<file path="src/rtl/irqagg_pkg.sv">
package irqagg_pkg;

    localparam int REG_ADDR_W  = 6;
    localparam int SRC_COUNT   = 2;
    localparam int SRC_MAILBOX = 0;
    localparam int SRC_BRIDGE  = 1;

    // Register offsets (bytes)
    localparam logic [REG_ADDR_W-1:0] OFS_CAUSE_STS  = 6'h00;
    localparam logic [REG_ADDR_W-1:0] OFS_CAUSE_EN   = 6'h04;
    localparam logic [REG_ADDR_W-1:0] OFS_READY      = 6'h08;
    localparam logic [REG_ADDR_W-1:0] OFS_TOP_STS    = 6'h20;
    localparam logic [REG_ADDR_W-1:0] OFS_TOP_EN     = 6'h24;
    localparam logic [REG_ADDR_W-1:0] OFS_TOP_MASK   = 6'h28;
    localparam logic [REG_ADDR_W-1:0] OFS_TOP_ACTIVE = 6'h2C;

    // Bit positions within the readiness register
    localparam int RDY_BIT_HOST  = 0;
    localparam int RDY_BIT_ENG   = 1;
    localparam int RDY_BIT_CLEAR = 2;

    typedef enum logic [1:0] {
        RDY_NONE,
        RDY_HOST,
        RDY_ENGINE,
        RDY_LINKED
    } rdy_state_t;

endpackage

</file>
<file path="src/rtl/irqagg_ready_fsm.sv">
module irqagg_ready_fsm
    import irqagg_pkg::*;
(
    input  logic clk,
    input  logic rst_n,
    input  logic host_set,
    input  logic eng_set,
    input  logic rdy_clr,
    output logic host_rdy,
    output logic eng_rdy,
    output logic sys_ready,
    output logic link_evt
);

    rdy_state_t state_q;
    rdy_state_t state_d;

    // State register
    always_ff @(posedge clk or negedge rst_n) begin
        if (!rst_n) begin
            state_q <= RDY_NONE;
        end else begin
            state_q <= state_d;
        end
    end

    // Next state: a clear overrides any set in the same cycle
    always_comb begin
        state_d = state_q;
        if (rdy_clr) begin
            state_d = RDY_NONE;
        end else begin
            unique case (state_q)
                RDY_NONE: begin
                    if (host_set && eng_set) begin
                        state_d = RDY_LINKED;
                    end else if (host_set) begin
                        state_d = RDY_HOST;
                    end else if (eng_set) begin
                        state_d = RDY_ENGINE;
                    end
                end
                RDY_HOST: begin
                    if (eng_set) begin
                        state_d = RDY_LINKED;
                    end
                end
                RDY_ENGINE: begin
                    if (host_set) begin
                        state_d = RDY_LINKED;
                    end
                end
                RDY_LINKED: begin
                    state_d = RDY_LINKED;
                end
            endcase
        end
    end

    // Outputs
    always_comb begin
        host_rdy  = (state_q == RDY_HOST)   || (state_q == RDY_LINKED);
        eng_rdy   = (state_q == RDY_ENGINE) || (state_q == RDY_LINKED);
        sys_ready = (state_q == RDY_LINKED);
        link_evt  = (state_d == RDY_LINKED) && (state_q != RDY_LINKED);
    end

    // a clear command leaves no party ready on the next cycle
    a_r7_clear_drops_all: assert property (@(posedge clk) disable iff (!rst_n)
        rdy_clr |=> (!sys_ready && !host_rdy && !eng_rdy));

    // system readiness only ever appears together with both flags
    a_r7_ready_needs_both: assert property (@(posedge clk) disable iff (!rst_n)
        $rose(sys_ready) |-> ($past(host_set || host_rdy) && $past(eng_set || eng_rdy)));

endmodule

</file>
<file path="src/rtl/irqagg_cause_level.sv">
module irqagg_cause_level #(
    parameter int                   NUM_CAUSE = 8,
    parameter logic [NUM_CAUSE-1:0] IMPL_MASK = 8'h07
) (
    input  logic                 clk,
    input  logic                 rst_n,
    input  logic [NUM_CAUSE-1:0] set_vec,
    input  logic [NUM_CAUSE-1:0] clr_vec,
    input  logic                 en_wr,
    input  logic [NUM_CAUSE-1:0] en_wdata,
    output logic [NUM_CAUSE-1:0] sts,
    output logic [NUM_CAUSE-1:0] en,
    output logic                 bridge_evt
);

    logic [NUM_CAUSE-1:0] sts_q;
    logic [NUM_CAUSE-1:0] en_q;
    logic [NUM_CAUSE-1:0] cond_q;
    logic [NUM_CAUSE-1:0] cond;
    logic [NUM_CAUSE-1:0] rise_vec;

    // Status and enable registers, plus the previous combined condition
    always_ff @(posedge clk or negedge rst_n) begin
        if (!rst_n) begin
            sts_q  <= '0;
            en_q   <= '0;
            cond_q <= '0;
        end else begin
            sts_q  <= ((sts_q & ~clr_vec) | set_vec) & IMPL_MASK;
            if (en_wr) begin
                en_q <= en_wdata & IMPL_MASK;
            end
            cond_q <= cond;
        end
    end

    // Rising-edge detection on status AND enable, one bit per cause
    assign cond       = sts_q & en_q;
    assign rise_vec   = cond & ~cond_q;
    assign bridge_evt = |rise_vec;
    assign sts        = sts_q;
    assign en         = en_q;

    // an implemented set pulse is never lost, even against a clear
    a_r2_set_wins: assert property (@(posedge clk) disable iff (!rst_n)
        (|(set_vec & IMPL_MASK)) |=> ((sts & $past(set_vec & IMPL_MASK)) == $past(set_vec & IMPL_MASK)));

    // an event needs a cause with both status and enable set
    a_r4_edge_needs_both: assert property (@(posedge clk) disable iff (!rst_n)
        bridge_evt |-> (|(sts & en)));

    // unimplemented cause bits stay quiet
    a_r3_unimpl_quiet: assert property (@(posedge clk) disable iff (!rst_n)
        ((sts | en) & ~IMPL_MASK) == '0);

endmodule

</file>
<file path="src/rtl/irqagg_top_level.sv">
module irqagg_top_level
    import irqagg_pkg::*;
(
    input  logic                 clk,
    input  logic                 rst_n,
    input  logic [SRC_COUNT-1:0] src_evt,
    input  logic [SRC_COUNT-1:0] clr_vec,
    input  logic                 en_wr,
    input  logic [SRC_COUNT-1:0] en_wdata,
    input  logic                 mask_wr,
    input  logic [SRC_COUNT-1:0] mask_wdata,
    output logic [SRC_COUNT-1:0] sts,
    output logic [SRC_COUNT-1:0] en,
    output logic [SRC_COUNT-1:0] mask,
    output logic [SRC_COUNT-1:0] active,
    output logic                 host_irq
);

    logic [SRC_COUNT-1:0] sts_q;
    logic [SRC_COUNT-1:0] en_q;
    logic [SRC_COUNT-1:0] mask_q;

    // Sticky pending bits (set wins over clear), enable and mask registers
    always_ff @(posedge clk or negedge rst_n) begin
        if (!rst_n) begin
            sts_q  <= '0;
            en_q   <= '0;
            mask_q <= '0;
        end else begin
            sts_q <= (sts_q & ~clr_vec) | src_evt;
            if (en_wr) begin
                en_q <= en_wdata;
            end
            if (mask_wr) begin
                mask_q <= mask_wdata;
            end
        end
    end

    assign active   = sts_q & en_q & ~mask_q;
    assign host_irq = |active;
    assign sts      = sts_q;
    assign en       = en_q;
    assign mask     = mask_q;

    // a mailbox pulse is pending on the next cycle
    a_r5_mailbox_latched: assert property (@(posedge clk) disable iff (!rst_n)
        src_evt[SRC_MAILBOX] |=> sts[SRC_MAILBOX]);

    // a cause-stage event is pending on the next cycle
    a_r4_bridge_latched: assert property (@(posedge clk) disable iff (!rst_n)
        src_evt[SRC_BRIDGE] |=> sts[SRC_BRIDGE]);

    // fully masked sources never drive the host line
    a_r6_mask_gate: assert property (@(posedge clk) disable iff (!rst_n)
        (&mask) |-> !host_irq);

endmodule

</file>
<file path="src/rtl/irqagg_host.sv">
module irqagg_host
    import irqagg_pkg::*;
#(
    parameter int                   DATA_W     = 32,
    parameter int                   NUM_CAUSE  = 8,
    parameter logic [NUM_CAUSE-1:0] CAUSE_IMPL = 8'h07
) (
    input  logic                  clk,
    input  logic                  rst_n,
    input  logic                  reg_wr,
    input  logic [REG_ADDR_W-1:0] reg_addr,
    input  logic [DATA_W-1:0]     reg_wdata,
    output logic [DATA_W-1:0]     reg_rdata,
    input  logic [NUM_CAUSE-1:0]  cause_pulse,
    input  logic                  mbox_pulse,
    input  logic                  eng_ready_pulse,
    output logic                  sys_ready,
    output logic                  host_irq
);

    logic                 wr_cause_sts;
    logic                 wr_cause_en;
    logic                 wr_ready;
    logic                 wr_top_sts;
    logic                 wr_top_en;
    logic                 wr_top_mask;

    logic                 host_rdy;
    logic                 eng_rdy;
    logic                 link_evt;

    logic [NUM_CAUSE-1:0] cause_set;
    logic [NUM_CAUSE-1:0] cause_clr;
    logic [NUM_CAUSE-1:0] cause_sts;
    logic [NUM_CAUSE-1:0] cause_en;
    logic                 bridge_evt;

    logic [SRC_COUNT-1:0] top_evt;
    logic [SRC_COUNT-1:0] top_clr;
    logic [SRC_COUNT-1:0] top_sts;
    logic [SRC_COUNT-1:0] top_en;
    logic [SRC_COUNT-1:0] top_mask;
    logic [SRC_COUNT-1:0] top_active;

    logic                 unused_wdata_hi;

    // Write decode
    assign wr_cause_sts = reg_wr && (reg_addr == OFS_CAUSE_STS);
    assign wr_cause_en  = reg_wr && (reg_addr == OFS_CAUSE_EN);
    assign wr_ready     = reg_wr && (reg_addr == OFS_READY);
    assign wr_top_sts   = reg_wr && (reg_addr == OFS_TOP_STS);
    assign wr_top_en    = reg_wr && (reg_addr == OFS_TOP_EN);
    assign wr_top_mask  = reg_wr && (reg_addr == OFS_TOP_MASK);

    assign unused_wdata_hi = ^reg_wdata[DATA_W-1:NUM_CAUSE];

    irqagg_ready_fsm u_ready (
        .clk       (clk),
        .rst_n     (rst_n),
        .host_set  (wr_ready && reg_wdata[RDY_BIT_HOST]),
        .eng_set   (eng_ready_pulse),
        .rdy_clr   (wr_ready && reg_wdata[RDY_BIT_CLEAR]),
        .host_rdy  (host_rdy),
        .eng_rdy   (eng_rdy),
        .sys_ready (sys_ready),
        .link_evt  (link_evt)
    );

    assign cause_set = cause_pulse | {{(NUM_CAUSE-1){1'b0}}, link_evt};
    assign cause_clr = wr_cause_sts ? reg_wdata[NUM_CAUSE-1:0] : '0;

    irqagg_cause_level #(
        .NUM_CAUSE (NUM_CAUSE),
        .IMPL_MASK (CAUSE_IMPL)
    ) u_cause (
        .clk        (clk),
        .rst_n      (rst_n),
        .set_vec    (cause_set),
        .clr_vec    (cause_clr),
        .en_wr      (wr_cause_en),
        .en_wdata   (reg_wdata[NUM_CAUSE-1:0]),
        .sts        (cause_sts),
        .en         (cause_en),
        .bridge_evt (bridge_evt)
    );

    always_comb begin
        top_evt              = '0;
        top_evt[SRC_MAILBOX] = mbox_pulse;
        top_evt[SRC_BRIDGE]  = bridge_evt;
    end

    assign top_clr = wr_top_sts ? reg_wdata[SRC_COUNT-1:0] : '0;

    irqagg_top_level u_top (
        .clk        (clk),
        .rst_n      (rst_n),
        .src_evt    (top_evt),
        .clr_vec    (top_clr),
        .en_wr      (wr_top_en),
        .en_wdata   (reg_wdata[SRC_COUNT-1:0]),
        .mask_wr    (wr_top_mask),
        .mask_wdata (reg_wdata[SRC_COUNT-1:0]),
        .sts        (top_sts),
        .en         (top_en),
        .mask       (top_mask),
        .active     (top_active),
        .host_irq   (host_irq)
    );

    // Read mux
    always_comb begin
        reg_rdata = '0;
        case (reg_addr)
            OFS_CAUSE_STS:  reg_rdata[NUM_CAUSE-1:0]  = cause_sts;
            OFS_CAUSE_EN:   reg_rdata[NUM_CAUSE-1:0]  = cause_en;
            OFS_READY: begin
                reg_rdata[RDY_BIT_HOST] = host_rdy;
                reg_rdata[RDY_BIT_ENG]  = eng_rdy;
            end
            OFS_TOP_STS:    reg_rdata[SRC_COUNT-1:0]  = top_sts;
            OFS_TOP_EN:     reg_rdata[SRC_COUNT-1:0]  = top_en;
            OFS_TOP_MASK:   reg_rdata[SRC_COUNT-1:0]  = top_mask;
            OFS_TOP_ACTIVE: reg_rdata[SRC_COUNT-1:0]  = top_active;
            default:        reg_rdata = '0;
        endcase
    end

    // entering the linked state raises cause bit 0
    a_r8_link_sets_cause0: assert property (@(posedge clk) disable iff (!rst_n)
        (link_evt && CAUSE_IMPL[0]) |=> cause_sts[0]);

    // the readiness output agrees with the flags read back
    a_r7_ready_flags: assert property (@(posedge clk) disable iff (!rst_n)
        sys_ready |-> (host_rdy && eng_rdy));

endmodule

</file>
<file path="config.mk">
export PLATFORM = sky130hd
export DESIGN_NAME = irqagg_host
export DESIGN_NICKNAME = d
export VERILOG_FILES = /design/src/rtl/irqagg_pkg.sv /design/src/rtl/irqagg_ready_fsm.sv /design/src/rtl/irqagg_cause_level.sv /design/src/rtl/irqagg_top_level.sv /design/src/rtl/irqagg_host.sv
export SDC_FILE = /design/constraint.sdc
export NUM_CORES = 1
export LEC_CHECK = 0
export BUFFER_PORTS_ARGS = -buffer_cell sky130_fd_sc_hd__buf_2
export CAP_MARGIN = 20
export CORE_MARGIN = 10
export CORE_UTILIZATION = 40
export CTS_CLUSTER_DIAMETER = 40
export DETAILED_ROUTE_END_ITERATION = 10
export GPL_TIMING_DRIVEN = 1
export PLACE_DENSITY = 0.82
export REMOVE_ABC_BUFFERS = 1
export SLEW_MARGIN = 0
export SYNTH_ARGS = -nofsm -noshare
export SYNTH_HDL_FRONTEND = slang
export SYNTH_SLANG_ARGS = --single-unit
export TNS_END_PERCENT = 10
</file>
<file path="constraint.sdc">
create_clock -name clk -period 1.4 [get_ports clk]
set_input_delay 0.14 -clock clk [delete_from_list [all_inputs] [get_ports clk]]
set_output_delay 0.14 -clock clk [all_outputs]
set_load 0.02 [all_outputs]
</file>
[After elaboration in Yosys (flattened, before gate mapping)]
Index checks and enable logic that the tools add are counted.
Storage, ports and cells
  register bits after elaboration: 17
  logic and storage cells: 58
  output and inout bits: 34
Cells by class
  reduce and logical (&&, ||, !) cells: 16
  bitwise logic cells: 13
  muxes and demuxes: 11
  eq/ne operators: 11
Operators with widths (count)
  6-bit == test, second input constant: 4
  2-bit 2-to-1 mux: 7
  2-bit one-hot mux with 7 select lines: 1
  1-bit logical AND: 10
  3-bit by 8-bit bitwise AND with 8-bit output: 1
  3-bit inverter with 8-bit output: 1
  2-bit one-hot mux with 4 select lines: 1
  8-bit OR reduction: 1
  2-bit bitwise AND: 3
  3-bit bitwise AND: 2
  2-bit == test, second input constant: 3
  6-bit by 3-bit == test with 1-bit output, second input constant: 1
  6-bit by 4-bit == test with 1-bit output, second input constant: 1
  6-bit zero test: 1
  2-bit inverter: 2
  3-bit 2-to-1 mux: 1
  3-bit inverter: 1
  3-bit by 1-bit bitwise OR with 3-bit output: 1
  3-bit bitwise OR: 1
  2-bit by 1-bit == test with 1-bit output, second input constant: 1
  2-bit zero test: 1
  1-bit logical OR: 2
  2-bit != test, second input constant: 1
  2-bit bitwise OR: 1
  2 further kinds: 2

[Depth between registers and ports, before layout]
  depth in word-level cells: 11
  mapped depth: 5

[By module]
Synthesis repeated with hierarchy kept, for this count alone.
Second synthesis, totals
  cell total of the unflattened synthesis: 139
  area, all modules: 1310.0 sq um
By module, submodules not included
  irqagg_host: area an instance 563.0 sq um, sequential area each 0.0 sq um, instances 1, cells an instance 74
  irqagg_cause_level: area an instance 414.1 sq um, sequential area each 225.2 sq um, instances 1, cells an instance 36
  irqagg_top_level: area an instance 239.0 sq um, sequential area each 150.1 sq um, instances 1, cells an instance 19
  irqagg_ready_fsm: area an instance 93.8 sq um, sequential area each 50.0 sq um, instances 1, cells an instance 10

[Worst setup path after synthesis]
Ideal clock, no wire load.
  kind: input to output
  from: in reg_addr[5]
  to: out reg_rdata[2]
  cell stages on the path: 3
  required time: 1.260 ns
  arrival time: 1.294 ns
  slack: -0.034 ns
  path buffers: 1
  path through: buf_6 -> or4_4 -> nor3_1
On the way
  longest elaborated chain between the ends: 2
  elaborated cells on any way between the ends: 3
  those cells by class: eq/ne: 1; mux: 1; reduce/logical: 1
RTL lines
  start: declaration: RTL line irqagg_host.sv:11  | input logic [REG_ADDR_W-1:0] reg_addr,
  6-bit by 3-bit == test with 1-bit output or 6-bit zero test (tied branches): RTL line irqagg_host.sv:114  | case (reg_addr)
  1-bit one-hot mux with 2 select lines (*): RTL line irqagg_host.sv:114
  end: declaration: RTL line irqagg_host.sv:13  | output logic [DATA_W-1:0] reg_rdata,
Mark *: on every way between the ends. The rest lies on a longest branch, timed or not.

[Worst setup path in the final report]
  from: reg u_top.en_q[1], in the netlist u_top.en[1]
  to: out reg_rdata[1]
On the way
  longest elaborated chain between the ends: 3
RTL lines
  start: declaration: RTL line irqagg_top_level.sv:20  | logic [SRC_COUNT-1:0] en_q;
  start signal: assignment: RTL line irqagg_top_level.sv:32  | en_q <= en_wdata;
  2-bit bitwise AND (2 in series): RTL line irqagg_top_level.sv:40  | assign active = sts_q & en_q & ~mask_q;
  2-bit one-hot mux with 7 select lines (*): RTL line irqagg_host.sv:114
Marks and branches as above.

==> results.yml <==
detailed_routing:
  drt_iter0_drc: 39
  drc_errors: 0
  via_per_inst: 4.90
  firstDrtPassIters: 4
  drtAntennaViolNets: 0
  drt_wl_total_mm: 2.58
  wire_per_inst_um: 14.1
  num_vias: 896
final_layout:
  drive_gt1_share_pct: 31.6
  antennaDiodeCount: 0
  finalInstanceArea_sq_um: 1320
  final_cells: 183
  final_common_cell: "conb_1"
  fin_util_pct: 47.7
  layout_common_cells: "conb_1 (29), buf_2 (18), dfrtp_1 (17)"
  syn2layout_area_growth_pct: 13.6
  nNetsFinal: 204
global_route:
  grt_pass1_wl_mm: 3.88
  grt_max_degree: 18
  grt_usage_pct: 8.90
  antenna_found_initial: 0
  grt_pass1_vias: 840
  overflow: 0
clock_tree:
  clk_pin_slew_ns: 0.10
  clock_latency_ns: 0.29
  cts_buffer_depth: 2
  clock_sinks: 17
  cts_root_buf: "clkbuf_4"
  cts_buffers: 3
  htree_num_levels: 1
  cts_tree: "built"
run:
  cap_viol_max_count: 0
critical_path:
  cp.required_ns: 1.26
  cp_max_fo: 2
  endpoint: "reg_rdata[1]"
  startpoint: "u_top.en[1]"
  critPathMaxStageDelay_ns: 0.40
  cp-start-kind: "flip-flop"
  rr_worst_depth: 6
  r2r_start: "u_cause.en[1]"
  cp_cell_sequence: "mux2_4, a22oi_2, o2bb2ai_2, a22o_1, buf_6"
  r2r-end: "u_top.sts[1]"
  crit_path_end_kind: "output pin"
  cp.arrival_ns: 1.51
  crit_type: "flip-flop to output pin"
  crit_slowest_cell: "dfrtp_1"
  worst-r2r-setup-slack_ns: 0.20
power_and_ir_drop:
  clkPwrFrac_pct: 23.2
  pwr-share-seq_pct: 49.0
  pwr-share-comb_pct: 27.7
  intPower_mw: 0.765
  p_per_area_nw_per_um2: 867
  netSwitchingPower_mw: 0.375
  power_mw: 1.14
  total_leakage_power_nw: 0.648
  peakVddDrop_uv: 440
  swShare_pct: 32.9
placement:
  pre_cts_slack_ns: -0.0679
  place_hpwl_mm: 2.08
  postPlaceCellArea_sq_um: 1230
  globalplace.congestion: 0.814
  dp_cells: 175
  numPortBuffers: 21
floorplanning:
  die_x_um: 73.8
  io_pins: 85
  die_h_um: 73.8
  start_util_pct: 42.0
  coreArea_sq_um: 2760
  std_cell_rows: 19
  die-area_sq_um: 5440
worst_hold_path:
  worst_hold_path.num_cells: 2
  hold_class: "primary input to flip-flop"
sta:
  fin_ws_ns: -0.246
  fmax_ghz: 0.607
  finalHoldViolCount: 0
  setup_violations: 2
  fin_crit_ns: 1.65
  finalSetupTns_ns: -0.259
  post-route-period-util_pct: 118
  maxSlewViolCount: 0
  fin_skew_ns: 0.00571
  rsz0062_at_grt: "yes"
  holdWs_ns: 0.0164
logic_synthesis:
  avgSynthCellArea_sq_um: 9.73
  ys_seq_elements: 17
  syn_inst: 119
  yosysSeqAreaShare_pct: 36.8
  syn_area_sq_um: 1160
  synth_cell_types: 35
  synth_warnings: 0
status:
  status: "finished with violations"
  violations: "negative setup slack"
==> state kept, by name, summed over array words and instances, names as in the netlist <==
register	flops
u_top.en	2
u_cause.sts	3
u_ready.state_q	2
u_cause.cond_q	3
u_cause.en	3
u_top.sts	2
u_top.mask	2
==> power groups by stage <==
stage,sequential [mW],clock (mW),combinational (mW)
2_1_floorplan,0.562,0,0.185
3_3_place_gp,0.567,0,0.279
3_5_place_dp,0.569,0,0.284
4_1_cts,0.558,0.279,0.308
5_1_grt,0.566,0.295,0.347
6_report,0.559,0.265,0.316
==> worst min-delay path by stage <==
stage                   startpoint           endpoint  slack, ns
detailed placement           rst_n      u_cause.en[1]       0.09
global placement             rst_n     u_cause.sts[1]       0.08
global route        cause_pulse[2]     u_cause.sts[2]       0.02
CTS                 cause_pulse[2]     u_cause.sts[2]       0.01
finish              cause_pulse[2]     u_cause.sts[2]       0.02
floorplan                    rst_n  u_cause.cond_q[0]      -0.16
==> synthesized netlist by cell type <==
master | number | area [sq um]
o2bb2ai_1 | 1 | 8.76
a21o_1 | 2 | 15.0
a211oi_1 | 1 | 7.51
and2_1 | 4 | 25.0
nor3_1 | 2 | 10.0
o2111ai_1 | 1 | 8.76
a31oi_1 | 2 | 12.5
a22o_1 | 1 | 8.76
buf_6 | 1 | 11.3
mux2i_1 | 4 | 40.0
nor3b_2 | 1 | 12.5
and3_1 | 1 | 6.26
a22oi_1 | 1 | 7.51
a21oi_1 | 1 | 5.00
buf_4 | 29 | 218
buf_2 | 1 | 5.00
nand3b_1 | 5 | 37.5
nand4_1 | 2 | 12.5
nand2b_1 | 4 | 25.0
nand2_1 | 5 | 18.8
nand3_1 | 2 | 10.0
a221oi_1 | 1 | 8.76
or4_4 | 1 | 11.3
o41ai_2 | 1 | 16.3
nor4_2 | 1 | 12.5
conb_1 | 1 | 3.75
dfrtp_1 | 17 | 425
o22ai_1 | 1 | 6.26
mux2_1 | 3 | 33.8
nor2_1 | 7 | 26.3
inv_1 | 3 | 11.3
o21ai_0 | 5 | 25.0
nor2_4 | 1 | 11.3
clkbuf_1 | 1 | 3.75
mux2_2 | 5 | 56.3
==> cell families after synthesis <==
family	count (synthesis)	share of synthesized area, %
and+or+nand+nor	36	18.9
buffers and inverters	35	21.5
AOI/OAI and AO/OA	18	11.2
DFF	17	36.8
muxes	12	11.2
other	1	0.324
==> critical path, delay by kind of cell, from the launching register on <==
family / cells / cell delay [ns]
AOI/OAI and AO/OA: 3 / 0.43
buffers and inverters: 1 / 0.13
DFF: 1 / 0.40
muxes: 1 / 0.26
==> routing by layer <==
| metal | track usage [%] | vias to the layer above | part of all wire, % |
|---|---|---|---|
| li1 | - | 426 | - |
| met5 | 0 | - | 0 |
| met4 | 4.14 | 0 | 1.0 |
| met3 | 3.90 | 4 | 15 |
| met2 | 14.7 | 37 | 49 |
| met1 | 9.53 | 429 | 36 |
==> timing repair <==
| item | 4_1_cts | 5_1_grt |
|---|---|---|
| buffers inserted | 2 | 1 |
| endpoints found under the setup margin | 2 | 3 |
| hold endpoints to repair | 17 | 0 |
| hold buffers | 1 | 0 |
| gates resized for setup | 6 | 2 |
| pin swaps | 2 | 1 |
==> final cells by class <==
type / count / area (sq um)
clock buffers: 3 / 22.5
clock inverters: 1 / 5.00
fillers: 283 / 1440
inverters: 3 / 11.3
multi-input cells: 95 / 603
flip-flops and latches: 17 / 425
well taps: 31 / 38.8
repair buffers: 33 / 209
Note: power is estimated with default switching activity, not from simulation.
